$ cat config.mk
export PLATFORM = sky130hd
export DESIGN_NAME = irq_tier_encoder
export DESIGN_NICKNAME = d
export VERILOG_FILES = /design/src/rtl/irq_tier_pkg.sv /design/src/rtl/irq_lowest_pick.sv /design/src/rtl/irq_dma_cascade.sv /design/src/rtl/irq_tier_encoder.sv
export SDC_FILE = /design/constraint.sdc
export NUM_CORES = 1
export LEC_CHECK = 0
export CELL_PAD_IN_SITES_DETAIL_PLACEMENT = 1
export CELL_PAD_IN_SITES_GLOBAL_PLACEMENT = 2
export CORE_MARGIN = 2
export CORE_UTILIZATION = 30
export CTS_CLUSTER_DIAMETER = 80
export DETAILED_ROUTE_END_ITERATION = 16
export PLACE_DENSITY = 0.93
export SYNTH_ARGS = -nofsm -noshare
export SYNTH_HDL_FRONTEND = slang
export SYNTH_SLANG_ARGS = --single-unit
export TNS_END_PERCENT = 1
$ cat constraint.sdc
create_clock -name clk_i -period 3.55 [get_ports clk_i]
set_clock_uncertainty 0.05 [all_clocks]
set_input_delay 0.355 -clock clk_i [delete_from_list [all_inputs] [get_ports clk_i]]
set_output_delay 0.355 -clock clk_i [all_outputs]
set_load 0.1 [all_outputs]
$ cat src/rtl/irq_tier_pkg.sv
package irq_tier_pkg;

    localparam int unsigned STAT_W       = 32;
    localparam int unsigned SRC_W        = 5;
    localparam int unsigned ADDR_W       = 3;

    // status word layout, decoded by software
    localparam int unsigned CRIT_VLD_BIT = 10;
    localparam int unsigned CRIT_NUM_LSB = 8;
    localparam int unsigned CRIT_NUM_W   = 2;
    localparam int unsigned MAIN_VLD_BIT = 21;
    localparam int unsigned MAIN_NUM_LSB = 16;
    localparam int unsigned MAIN_NUM_W   = 5;
    localparam int unsigned PERI_VLD_BIT = 29;
    localparam int unsigned PERI_NUM_LSB = 24;
    localparam int unsigned PERI_NUM_W   = 5;

    // forwarding codes into the peripheral tier
    localparam int unsigned CRIT_FWD_SRC = 2;
    localparam int unsigned MAIN_FWD_SRC = 4;
    localparam int unsigned PERI_DMA_SRC = 0;

    typedef enum logic [2:0] {
        WIN_NONE = 3'd0,
        WIN_CRIT = 3'd1,
        WIN_MAIN = 3'd2,
        WIN_PERI = 3'd3,
        WIN_DMA  = 3'd4
    } win_kind_e;

    typedef enum logic [ADDR_W-1:0] {
        RA_STATUS    = 3'd0,
        RA_MAIN_MASK = 3'd1,
        RA_PERI_MASK = 3'd2,
        RA_DMA_MASK  = 3'd3,
        RA_DMA_PEND  = 3'd4
    } reg_addr_e;

endpackage

$ cat src/rtl/irq_lowest_pick.sv
module irq_lowest_pick #(
    parameter int unsigned W   = 32,
    localparam int unsigned IDW = (W > 1) ? $clog2(W) : 1
) (
    input  logic [W-1:0]   req_i,
    output logic           vld_o,
    output logic [IDW-1:0] idx_o
);

    always_comb begin
        idx_o = '0;
        for (int i = W - 1; i >= 0; i--) begin
            if (req_i[i]) begin
                idx_o = IDW'(i);
            end
        end
    end

    assign vld_o = |req_i;

endmodule

$ cat src/rtl/irq_dma_cascade.sv
module irq_dma_cascade #(
    parameter int unsigned     N_DMA    = 32,
    parameter logic [N_DMA-1:0] MASK_RST = '1,
    localparam int unsigned    IDW      = (N_DMA > 1) ? $clog2(N_DMA) : 1
) (
    input  logic             clk_i,
    input  logic             rst_ni,
    input  logic [N_DMA-1:0] evt_i,
    input  logic             mask_we_i,
    input  logic             pend_we_i,
    input  logic [N_DMA-1:0] wdata_i,
    output logic [N_DMA-1:0] pend_o,
    output logic [N_DMA-1:0] mask_o,
    output logic             any_o,
    output logic [IDW-1:0]   id_o
);

    typedef struct packed {
        logic [N_DMA-1:0] pend;
        logic [N_DMA-1:0] mask;
    } dma_st_t;

    dma_st_t          st_d, st_q;
    logic [N_DMA-1:0] live;

    always_comb begin
        st_d = st_q;
        if (mask_we_i) begin
            st_d.mask = wdata_i;
        end
        // clear first, then new events, so an event survives a clear
        if (pend_we_i) begin
            st_d.pend = st_q.pend & ~wdata_i;
        end
        st_d.pend = st_d.pend | evt_i;
    end

    always_ff @(posedge clk_i) begin
        if (!rst_ni) begin
            st_q <= '{pend: '0, mask: MASK_RST};
        end else begin
            st_q <= st_d;
        end
    end

    assign live   = st_q.pend & ~st_q.mask;
    assign pend_o = st_q.pend;
    assign mask_o = st_q.mask;

    irq_lowest_pick #(.W(N_DMA)) u_pick (
        .req_i (live),
        .vld_o (any_o),
        .idx_o (id_o)
    );

endmodule

$ cat src/rtl/irq_tier_encoder.sv
module irq_tier_encoder
    import irq_tier_pkg::*;
#(
    parameter int unsigned       N_CRIT        = 4,
    parameter int unsigned       N_MAIN        = 17,
    parameter int unsigned       N_PERI        = 32,
    parameter int unsigned       N_DMA         = 32,
    parameter logic [N_PERI-1:0] HI_PERI_SET   = '0,
    parameter logic [N_MAIN-1:0] MAIN_MASK_RST = 17'h10FFF,
    parameter logic [N_PERI-1:0] PERI_MASK_RST = 32'h7FFFFC00,
    parameter logic [N_DMA-1:0]  DMA_MASK_RST  = '1
) (
    input  logic              clk_i,
    input  logic              rst_ni,
    input  logic [N_CRIT-1:0] crit_req_i,
    input  logic [N_MAIN-1:0] main_req_i,
    input  logic [N_PERI-1:0] peri_req_i,
    input  logic [N_DMA-1:0]  dma_evt_i,
    input  logic              reg_we_i,
    input  logic [ADDR_W-1:0] reg_addr_i,
    input  logic [31:0]       reg_wdata_i,
    output logic [31:0]       reg_rdata_o,
    output logic              irq_o,
    output logic              crit_irq_o,
    output logic [2:0]        win_kind_o,
    output logic [SRC_W-1:0]  win_id_o
);

    localparam int unsigned CIDW = (N_CRIT > 1) ? $clog2(N_CRIT) : 1;
    localparam int unsigned MIDW = (N_MAIN > 1) ? $clog2(N_MAIN) : 1;
    localparam int unsigned PIDW = (N_PERI > 1) ? $clog2(N_PERI) : 1;
    localparam int unsigned DIDW = (N_DMA  > 1) ? $clog2(N_DMA)  : 1;

    typedef struct packed {
        logic [N_MAIN-1:0] main_mask;
        logic [N_PERI-1:0] peri_mask;
        logic [STAT_W-1:0] status;
        win_kind_e         kind;
        logic [SRC_W-1:0]  id;
    } enc_st_t;

    enc_st_t st_d, st_q;

    reg_addr_e addr;
    assign addr = reg_addr_e'(reg_addr_i);

    // ---------------- DMA cascade ----------------
    logic [N_DMA-1:0] dma_pend, dma_mask;
    logic             dma_any;
    logic [DIDW-1:0]  dma_id;

    irq_dma_cascade #(
        .N_DMA    (N_DMA),
        .MASK_RST (DMA_MASK_RST)
    ) u_dma (
        .clk_i     (clk_i),
        .rst_ni    (rst_ni),
        .evt_i     (dma_evt_i),
        .mask_we_i (reg_we_i && (addr == RA_DMA_MASK)),
        .pend_we_i (reg_we_i && (addr == RA_DMA_PEND)),
        .wdata_i   (reg_wdata_i[N_DMA-1:0]),
        .pend_o    (dma_pend),
        .mask_o    (dma_mask),
        .any_o     (dma_any),
        .id_o      (dma_id)
    );

    // ---------------- request vectors ----------------
    logic [N_PERI-1:0] peri_raw, peri_eff, peri_hi, peri_lo;
    logic [N_CRIT-1:0] crit_vec;
    logic [N_MAIN-1:0] main_raw, main_eff;
    logic              hi_any, lo_any;

    always_comb begin
        peri_raw               = peri_req_i;
        peri_raw[PERI_DMA_SRC] = dma_any;
        for (int n = 0; n < N_PERI; n++) begin
            peri_eff[n] = peri_raw[n] & ~st_q.peri_mask[N_PERI-1-n];
        end
        peri_hi = peri_eff & HI_PERI_SET;
        peri_lo = peri_eff & ~HI_PERI_SET;
    end

    assign hi_any = |peri_hi;
    assign lo_any = |peri_lo;

    always_comb begin
        crit_vec               = crit_req_i;
        crit_vec[CRIT_FWD_SRC] = hi_any;
        main_raw               = main_req_i;
        main_raw[MAIN_FWD_SRC] = lo_any;
        for (int n = 0; n < N_MAIN; n++) begin
            main_eff[n] = main_raw[n] & ~st_q.main_mask[N_MAIN-1-n];
        end
    end

    // ---------------- per-tier selection ----------------
    logic            crit_vld, main_vld, peri_vld, phi_vld;
    logic [CIDW-1:0] crit_idx;
    logic [MIDW-1:0] main_idx;
    logic [PIDW-1:0] peri_idx, phi_idx;

    irq_lowest_pick #(.W(N_CRIT)) u_pick_crit (
        .req_i (crit_vec), .vld_o (crit_vld), .idx_o (crit_idx)
    );
    irq_lowest_pick #(.W(N_MAIN)) u_pick_main (
        .req_i (main_eff), .vld_o (main_vld), .idx_o (main_idx)
    );
    irq_lowest_pick #(.W(N_PERI)) u_pick_peri (
        .req_i (peri_eff), .vld_o (peri_vld), .idx_o (peri_idx)
    );
    irq_lowest_pick #(.W(N_PERI)) u_pick_phi (
        .req_i (peri_hi), .vld_o (phi_vld), .idx_o (phi_idx)
    );

    // ---------------- next state ----------------
    logic [SRC_W-1:0] crit_num, main_num, peri_num;
    win_kind_e        peri_kind;
    logic [SRC_W-1:0] peri_wid;

    always_comb begin
        crit_num = crit_vld ? SRC_W'(crit_idx) : '0;
        main_num = main_vld ? SRC_W'(main_idx) : '0;
        peri_num = '0;
        if (phi_vld) begin
            peri_num = SRC_W'(phi_idx);
        end else if (peri_vld) begin
            peri_num = SRC_W'(peri_idx);
        end

        if (peri_num == SRC_W'(PERI_DMA_SRC)) begin
            peri_kind = WIN_DMA;
            peri_wid  = SRC_W'(dma_id);
        end else begin
            peri_kind = WIN_PERI;
            peri_wid  = peri_num;
        end
    end

    always_comb begin
        st_d = st_q;

        if (reg_we_i) begin
            case (addr)
                RA_MAIN_MASK: st_d.main_mask = reg_wdata_i[N_MAIN-1:0];
                RA_PERI_MASK: st_d.peri_mask = reg_wdata_i[N_PERI-1:0];
                default: ;
            endcase
        end

        st_d.status = '0;
        st_d.status[CRIT_VLD_BIT] = crit_vld;
        st_d.status[CRIT_NUM_LSB +: CRIT_NUM_W] = CRIT_NUM_W'(crit_num);
        st_d.status[MAIN_VLD_BIT] = main_vld;
        st_d.status[MAIN_NUM_LSB +: MAIN_NUM_W] = MAIN_NUM_W'(main_num);
        st_d.status[PERI_VLD_BIT] = peri_vld;
        st_d.status[PERI_NUM_LSB +: PERI_NUM_W] = PERI_NUM_W'(peri_num);

        st_d.kind = WIN_NONE;
        st_d.id   = '0;
        if (crit_vld) begin
            if (crit_num == SRC_W'(CRIT_FWD_SRC)) begin
                st_d.kind = peri_kind;
                st_d.id   = peri_wid;
            end else begin
                st_d.kind = WIN_CRIT;
                st_d.id   = crit_num;
            end
        end else if (main_vld) begin
            if (main_num == SRC_W'(MAIN_FWD_SRC)) begin
                st_d.kind = peri_kind;
                st_d.id   = peri_wid;
            end else begin
                st_d.kind = WIN_MAIN;
                st_d.id   = main_num;
            end
        end else if (peri_vld) begin
            st_d.kind = peri_kind;
            st_d.id   = peri_wid;
        end
    end

    always_ff @(posedge clk_i) begin
        if (!rst_ni) begin
            st_q <= '{main_mask: MAIN_MASK_RST,
                      peri_mask: PERI_MASK_RST,
                      status:    '0,
                      kind:      WIN_NONE,
                      id:        '0};
        end else begin
            st_q <= st_d;
        end
    end

    // ---------------- outputs ----------------
    logic [STAT_W-1:0] status_q;
    assign status_q = st_q.status;

    always_comb begin
        case (addr)
            RA_STATUS:    reg_rdata_o = status_q;
            RA_MAIN_MASK: reg_rdata_o = 32'(st_q.main_mask);
            RA_PERI_MASK: reg_rdata_o = 32'(st_q.peri_mask);
            RA_DMA_MASK:  reg_rdata_o = 32'(dma_mask);
            RA_DMA_PEND:  reg_rdata_o = 32'(dma_pend);
            default:      reg_rdata_o = '0;
        endcase
    end

    assign irq_o      = status_q[CRIT_VLD_BIT] | status_q[MAIN_VLD_BIT] | status_q[PERI_VLD_BIT];
    assign crit_irq_o = status_q[CRIT_VLD_BIT];
    assign win_kind_o = st_q.kind;
    assign win_id_o   = st_q.id;

endmodule

Yosys cells after proc, flatten, opt, wreduce, memory -nomap -nowiden --
Cells that the tools add are included.
Cells by class: equal/unequal tests 6, muxes and demuxes 96, bitwise logic cells 105, reduce and logical (&&, ||, !) cells 10
Operator list (count):
- two-way mux 5 bit | 84
- case mux 32 bit (5 select lines) | 1
- bitwise AND 32 bit | 2
- inverter 32 bit | 2
- OR reduction 32 bit | 2
- bitwise AND 1 bit | 49
- inverter 1 bit | 49
- two-way mux 8 bit | 5
- two-way mux 32 bit | 1
- bitwise OR 32 bit | 1
- OR reduction 17 bit | 1
- two-way mux 2 bit | 4
- equality test 3 x 2 -> 1 bit (second input constant) | 2
- equality test 5 x 3 -> 1 bit (second input constant) | 1
- zero test 5 bit | 1
- AND reduction 2 bit | 2
- equality test 3 x 1 -> 1 bit (second input constant) | 1
- equality test 3 bit (second input constant) | 1
- zero test 3 bit | 1
- two-way mux 3 bit | 1
- OR reduction 3 bit | 1
- equality test 2 bit (second input constant) | 1
- logical AND 1 bit | 2
- bitwise OR 1 bit | 2
Storage, ports and cells: bits in registers 153, input bits 123

Longest topological paths before layout --
Gate-level depths: netlist of the first run.
word-level depth 40, depth in mapped cells 9

By module --
A second synthesis of the first run with hierarchy kept.
Unflattened totals: cell total of the unflattened synthesis 990, area total of the unflattened synthesis 7843.8 um^2
Modules (own cells, without submodules):
- irq_tier_encoder | instances 1, cells an instance 484, area an instance 3937.5 um^2, sequential area each 1441.4 um^2
- irq_dma_cascade | instances 1, cells an instance 270, area an instance 2529.9 um^2, sequential area each 1281.2 um^2
- irq_lowest_pick at u_dma.u_pick ... | instances 3, cells an instance 65, area an instance 385.4 um^2, sequential area each 0.0 um^2
- irq_lowest_pick at u_pick_main | instances 1, cells an instance 34, area an instance 185.2 um^2, sequential area each 0.0 um^2
- irq_lowest_pick at u_pick_crit | instances 1, cells an instance 7, area an instance 35.0 um^2, sequential area each 0.0 um^2

Least setup slack after synthesis of the first run --
No wires, ideal clock.
path kind in2out, start point input reg_addr_i[1], end point output reg_rdata_o[22], arrival 2961 ps, required time 3145 ps, setup slack 184 ps, cell stages on the path 3, path through clkbuf_1 -> nand2b_1 -> o21ai_0
On the way: word-level cells in the longest chain between the ends 2, elaborated cells between the ends (all ways) 6
RTL lines:
- start, declared | line irq_tier_encoder.sv:20 | input logic [ADDR_W-1:0] reg_addr_i,
- equality test 3 bit (tied with other cells) | line irq_tier_encoder.sv:200 | case (addr)
- case mux 32 bit (5 select lines) (*) | line irq_tier_encoder.sv:200
- end, declared | line irq_tier_encoder.sv:22 | output logic [31:0] reg_rdata_o,
Mark *: on every way between the ends. The rest lies on a longest branch, timed or not.

Worst setup path in the final report of the first run --
start point input reg_addr_i[1], end point output reg_rdata_o[11]
Same word-level chain as after synthesis.

==> impl_results.md, run 1 <==
* Fin. max-slew vios at 0
* Post-Syn Area at 0.00700 mm²
* First-pass GRT wire length at 44.0 mm
* Hold Crit Class: input pin to flop
* Final setup fails at 0
* Fill cells at 2755
* Final hold viol count at 0
* Core area at 0.0228 mm²
* Iter 0 DRT Violations at 428
* Area growth from synthesis to layout at 39.5%
* Total gr overflow at 0
* Longest Clk Path Bufs at 2
* Total Routing Usage GR at 23.6%
* Least-Margin Pin Slew at 978 ps
* Clock root buffer: clkbuf_16
* Max_slew headroom at 34.6%
* Vias at 7506
* Via density at 5.28
* Top_reg_cell synth: dfxtp_1
* Core Util, Final at 42.9%
* Io pins at 165
* Crit Path Class: input pin to primary output
* Worst Path Arrival at 2510 ps
* Yosys reg bits at 136
* Period Utilization, post-route at 82.1%
* TNS Setup at 0 ps
* Post-CTS Repair Setup Buffers at 0
* Initial cell density of the core at 30.7%
* Clock Sinks at 136
* Total nets after synthesis at 1073
* Top cells by area in the synthesized netlist: dfxtp_1 (39%), nand2_1 (13%), a22oi_1 (5.2%)
* Post-CTS Resized at 0
* Synth Instances at 950
* Final WL at 28.8 mm
* Antenna-violating nets left at 0
* Critical path peak fanout at 30
* PortBufs at 161
* Yosys top cell by area: dfxtp_1
* Rows at 55
* Number of flops mapped to enable cells by yosys at 0
* Antenna violations before repair at 0
* CP required at 3140 ps
* Max-cap violations at 0
* Die Height at 157 µm
* Fmax at 343 MHz
* RSZ-0062 raised after global routing: false
* PD cells at 445 mW/mm²
* Final HPWL DP at 21.9 mm
* GPL Wtd Cong at 0.858
* Worst setup EP type: primary output
* Layout cells sized above 1 at 10.5%
* First-pass DRT Iterations at 5
* CTS tree: done
* Lkg Pwr at 4.04 nW
* DRC violations left at 0
* Final nets at 1219
* Async set or reset register ratio after synthesis at 0%
* Yosys warns at 0
* Clock transition at path regs at 50 ps
* Startpoint types: input pin
* Routed len/inst at 20.2 µm
* Die area at 0.0246 mm²
* Final critical-path required period at 2910 ps
* Run status: completed
* CTS Hold Bufs at 0
* Peak VDD IR at 0.272 mV
* Sequential area share after synthesis at 38.9%
* CTS Buf Count at 17
* Synth unique cells at 66
* Avg Cell Area, Syn at 7.36 µm²
* Clk_lat worst skew at 420 ps
* H-tree Lvls at 4
* Synth top area share at 38.9%
* Vias in the first global route at 7706
* Pin count of the biggest net entering global routing at 72
* Chip Width at 157 µm
[per-stage QoR]
stage	hold slack (ps)	instances	instance area, µm²	power (W)	setup slack [ps]
CTS	300	1421	9760	0.00436	658
floorplan	390	950	7000	0.00228	184
global route	315	1421	9760	0.00451	471
global placement	413	1390	9240	0.00275	391
finish	312	1422	9760	0.00434	637
detailed placement	425	1390	9240	0.00276	351
[registers in the layout (all words and copies together), names as in the netlist]
register	count
win_id_o	5
status_q	15
u_dma.pend_o	32
win_kind_o	3
u_dma.mask_o	32
st_q	49
[layout make-up]
class	count	area [µm²]	area share [%]
clock inverters	3	15.0	0.154
multi-input cells	746	3990	40.9
repair buffers	181	2080	21.3
well taps	313	392	4.01
inverters	14	52.6	0.538
diodes	1	2.50	0.0256
flip-flops and latches	136	2720	27.9
clock buffers	28	507	5.19
[logic make-up after synthesis]
group,share of synthesized area (%)
and+or+nand+nor,36.7
AOI/OAI and AO/OA,18.8
DFF,38.9
buffers and inverters,4.18
muxes,1.31
[cells in the mapped netlist (2+ instances only)]
master / count
nor3b_1: 4
mux2i_1: 8
o21a_1: 2
o211ai_1: 12
o2111ai_1: 2
a21oi_1: 67
nor2_1: 68
and2_1: 11
o31ai_1: 2
dfxtp_1: 136
nand4_1: 11
nor4b_1: 2
a21o_1: 3
nand3_1: 66
buf_1: 3
o21ai_0: 29
or3_1: 4
a31oi_1: 5
a311oi_1: 2
inv_1: 13
nand2b_1: 54
clkbuf_1: 42
nand2_1: 250
nor2b_1: 24
or2b_2: 11
o31a_1: 2
a221o_1: 4
and2b_2: 3
a22oi_1: 48
nor3_1: 9
a21boi_0: 3
or2b_1: 3
buf_4: 8
a31o_2: 2
a211oi_1: 2
or2_2: 2
and3_2: 2
nor4_1: 2
o21bai_1: 2
[cells in the final DEF, fill, tap and decap left out, types with 4 or more instances in the layout]
cell type	Yosys	routed
nand2_1	250	250
dfxtp_1	136	136
clkdlybuf4s50_1	0	128
nor2_1	68	67
a21oi_1	67	67
nand3_1	66	66
nand2b_1	54	54
a22oi_1	48	48
buf_12	0	32
o21ai_0	29	29
nor2b_1	24	24
buf_4	8	20
clkbuf_16	0	17
inv_1	13	13
o211ai_1	12	12
and2_1	11	11
nand4_1	11	11
or2b_2	11	11
mux2i_1	8	8
nor3_1	9	8
clkbuf_1	42	7
a31oi_1	5	5
a221o_1	4	4
or3_1	4	4
clkbuf_8	0	4
[power breakdown]
group	switching, W	internal (W)
Sequential	0.0000612	0.00160
Combinational	0.000649	0.000424
Clock	0.000645	0.000960
Total	0.00136	0.00298
[worst max-delay path, stage by stage]
cell,delay [ps]
clkdlybuf4s50_1,740
nand2b_1,290
nor2_2,140
buf_4,360
a22oi_1,240
nand2_1,180
buf_12,190
[worst paths after layout]
kind	start	to	slack [ps]	cells past startpoint
max	reg_addr_i[1]	reg_rdata_o[11]	640	7
min	rst_ni	win_id_o[0]	310	3
max reg2reg	u_dma.mask_o[21]	win_id_o[2]	710	10
min reg2reg	st_q[44]	st_q[44]	430	2
[routing by layer]
metal	global-route usage [%]	routed length [µm]	part of all wire (%)
met4	7.08	604	2.1
met1	29.0	12200	42
met3	4.18	1410	4.9
met2	42.0	14600	51
met5	0	0	0
Power figures use the tool's default switching activity.
==> run 2, diff against run 1 <==
--- a/config.mk
+++ b/config.mk
@@ -8,10 +8,10 @@
 export CELL_PAD_IN_SITES_DETAIL_PLACEMENT = 1
 export CELL_PAD_IN_SITES_GLOBAL_PLACEMENT = 2
 export CORE_MARGIN = 2
-export CORE_UTILIZATION = 30
+export CORE_UTILIZATION = 28
 export CTS_CLUSTER_DIAMETER = 80
 export DETAILED_ROUTE_END_ITERATION = 16
-export PLACE_DENSITY = 0.93
+export PLACE_DENSITY = 0.89
 export SYNTH_ARGS = -nofsm -noshare
 export SYNTH_HDL_FRONTEND = slang
 export SYNTH_SLANG_ARGS = --single-unit
==> constraint.sdc (replaced) <==
create_clock -name clk_i -period 2.83 [get_ports clk_i]
set_clock_uncertainty 0.05 [all_clocks]
set_input_delay 0.283 -clock clk_i [delete_from_list [all_inputs] [get_ports clk_i]]
set_output_delay 0.283 -clock clk_i [all_outputs]
set_load 0.1 [all_outputs]
==> run 2 against run 1 <==
Count of clock-buffer cells in the layout down 11. Sequential power up 25%. Sequential share of layout area down 0.98 points. Register-to-register slack worse by 490 ps. Highest routed layer unchanged. Via count up 0.37%. Design area up 3.6%. Critical path type is now flop to flop. Power up 31%. First-iteration DRC count down 9.1%.
==> impl_results.md, run 2 (synthesized netlist as in run 1, its figures left out) <==
* Most frequent cells in the layout: nand2_1 (250), dfxtp_1 (136), clkdlybuf4s50_1 (118)
* Final setup fails at 0
* Period Utilization, post-route at 92.1%
* Ant. Diodes at 0
* Final nets at 1255
* WHS Path Cells at 3
* Buf/Inv on CP at 2
* Reg-to-reg startpoint: u_dma.pend_o[0]
* Lkg Pwr at 4.27 nW
* Min-delay src: rst_ni
* Post-route setup slack at 225 ps
* CP dominant cell by count: buf_4
* H-tree Lvls at 4
* Reg2reg setup slack at 220 ps
* Slowest-stage cell, CP: or3_1
* PD cells at 564 mW/mm²
* CTS Hold Bufs at 0
* CP required at 3140 ps
* Core Util, Final at 41.5%
* Total gr overflow at 0
* Reg2Reg Depth at 11
* DRC violations left at 0
* Area growth from synthesis to layout at 44.6%
* Clock Sinks at 136
* Fill cells at 2946
* Pre-CTS setup slack at -184 ps
* Fmax at 384 MHz
* Cell Chain, Critical Path: or2b_1 -> nand2_1 -> nor4b_2 -> buf_4 -> a31o_2 -> buf_4 -> and2_2 -> or3_1 -> o21ai_2 -> o21ai_0 -> a21oi_1
* Final HPWL DP at 22.7 mm
* Top delay family on crit path: simple AND/OR/NAND/NOR gates
* Peak VDD IR at 0.394 mV
* Worst Path Arrival at 2920 ps
* Die Height at 162 µm
* Commonest non-fill, non-tap cell in the layout: nand2_1
* Io pins at 165
* Crit Path Class: flop to flop
* GPL Wtd Cong at 0.899
* WHS Endpoint: win_id_o[0]
* Longest Clk Path Bufs at 2
* Final critical-path required period at 2610 ps
* PortBufs at 161
* Layout cells sized above 1 at 15.1%
* Hold Crit Class: input pin to flop
* CTS Buf Count at 17
* Clock root buffer: clkbuf_16
* Max_slew headroom at 43.8%
* Rows at 57
* Vias at 7534
* Via density at 5.13
* Antenna violations before repair at 0
* Antenna-violating nets left at 0
* Run status: completed
* Worst R2R End: win_id_o[4]
* Chip Width at 162 µm
* Worst setup EP type: flop
* Pin count of the biggest net entering global routing at 72
* Initial cell density of the core at 28.7%
* Routed len/inst at 20.2 µm
* Final hold viol count at 0
* Iter 0 DRT Violations at 389
* Total Routing Usage GR at 22.7%
* Final WL at 29.6 mm
* Post-CTS Resized at 0
* Post-CTS Repair Setup Buffers at 0
* First-pass GRT wire length at 45.2 mm
* CTS tree: done
* Max reg flops at 49
* Max-cap violations at 0
* First-pass DRT Iterations at 5
* Clock transition at path regs at 60 ps
* Critical path peak fanout at 5
* Vias in the first global route at 7927
* Biggest register: st_q
* Die area at 0.0263 mm²
* RSZ-0062 raised after global routing: false
* Fin. max-slew vios at 0
* Worst setup path start: u_dma.pend_o[0]
* Least-Margin Pin Slew at 843 ps
* Core area at 0.0244 mm²
* Startpoint types: flop
* TNS Setup at 0 ps
* Clk_lat worst skew at 440 ps
* Worst path max stage delay at 420 ps
[run 2: how the worst max path moves through the flow]
stage | endpoint | depth (start not counted)
6_report | win_id_o[4] | 11
3_3_place_gp | win_id_o[1] | 10
4_1_cts | win_id_o[1] | 11
2_1_floorplan | reg_rdata_o[23] | 6
3_5_place_dp | win_id_o[1] | 10
5_1_grt | win_id_o[1] | 11
[run 2: report_power, final]
part | leakage (nW) | internal (W) | switching (W)
clock | 0.278 | 0.00123 | 0.000974
sequential | 1.12 | 0.00201 | 0.0000779
combinational | 2.87 | 0.000588 | 0.000831
total | 4.27 | 0.00382 | 0.00188
[run 2: worst reg2reg max path: stages, from the launching register on]
cell	delay [ps]
dfxtp_1	370
or2b_1	260
nand2_1	200
nor4b_2	90
buf_4	160
a31o_2	250
buf_4	150
and2_2	170
or3_1	420
o21ai_2	130
o21ai_0	130
a21oi_1	160
[run 2: stage by stage]
step / total power, W / area, µm² / instances / hold slack, ps
2_1_floorplan: 0.00286 / 7000 / 950 / 318
3_3_place_gp: 0.00352 / 9540 / 1437 / 414
3_5_place_dp: 0.00354 / 9540 / 1437 / 419
4_1_cts: 0.00573 / 10100 / 1469 / 208
5_1_grt: 0.00591 / 10100 / 1469 / 229
6_report: 0.00571 / 10100 / 1469 / 215
[run 2: routing by layer]
| metal | track usage, % | part of all wire [%] | up-vias | routed length [µm] |
|---|---|---|---|---|
| li1 | - | - | 3632 | - |
| met1 | 28.4 | 43 | 3653 | 12900 |
| met2 | 39.7 | 50 | 212 | 14900 |
| met3 | 3.55 | 4.3 | 37 | 1290 |
| met4 | 7.68 | 2.1 | 0 | 612 |
| met5 | 0 | 0 | - | 0 |
[run 2: layout make-up]
cell class / count / area [µm²] / share of cell area (%)
multi-input combinational: 746 / 4010 / 39.6
sequential: 136 / 2720 / 26.9
clock inverter: 15 / 144 / 1.42
tap: 324 / 405 / 4.01
inverter: 14 / 52.6 / 0.519
timing repair buffer: 217 / 2360 / 23.3
clock buffer: 17 / 425 / 4.21
==> run 3, diff against run 2 <==
--- a/config.mk
+++ b/config.mk
@@ -12,6 +12,7 @@
 export CTS_CLUSTER_DIAMETER = 80
 export DETAILED_ROUTE_END_ITERATION = 16
 export PLACE_DENSITY = 0.89
+export SLEW_MARGIN = 20
 export SYNTH_ARGS = -nofsm -noshare
 export SYNTH_HDL_FRONTEND = slang
 export SYNTH_SLANG_ARGS = --single-unit
==> results of run 3 <==
Same layout as run 2: the final DEF is identical, and so are final timing and power.
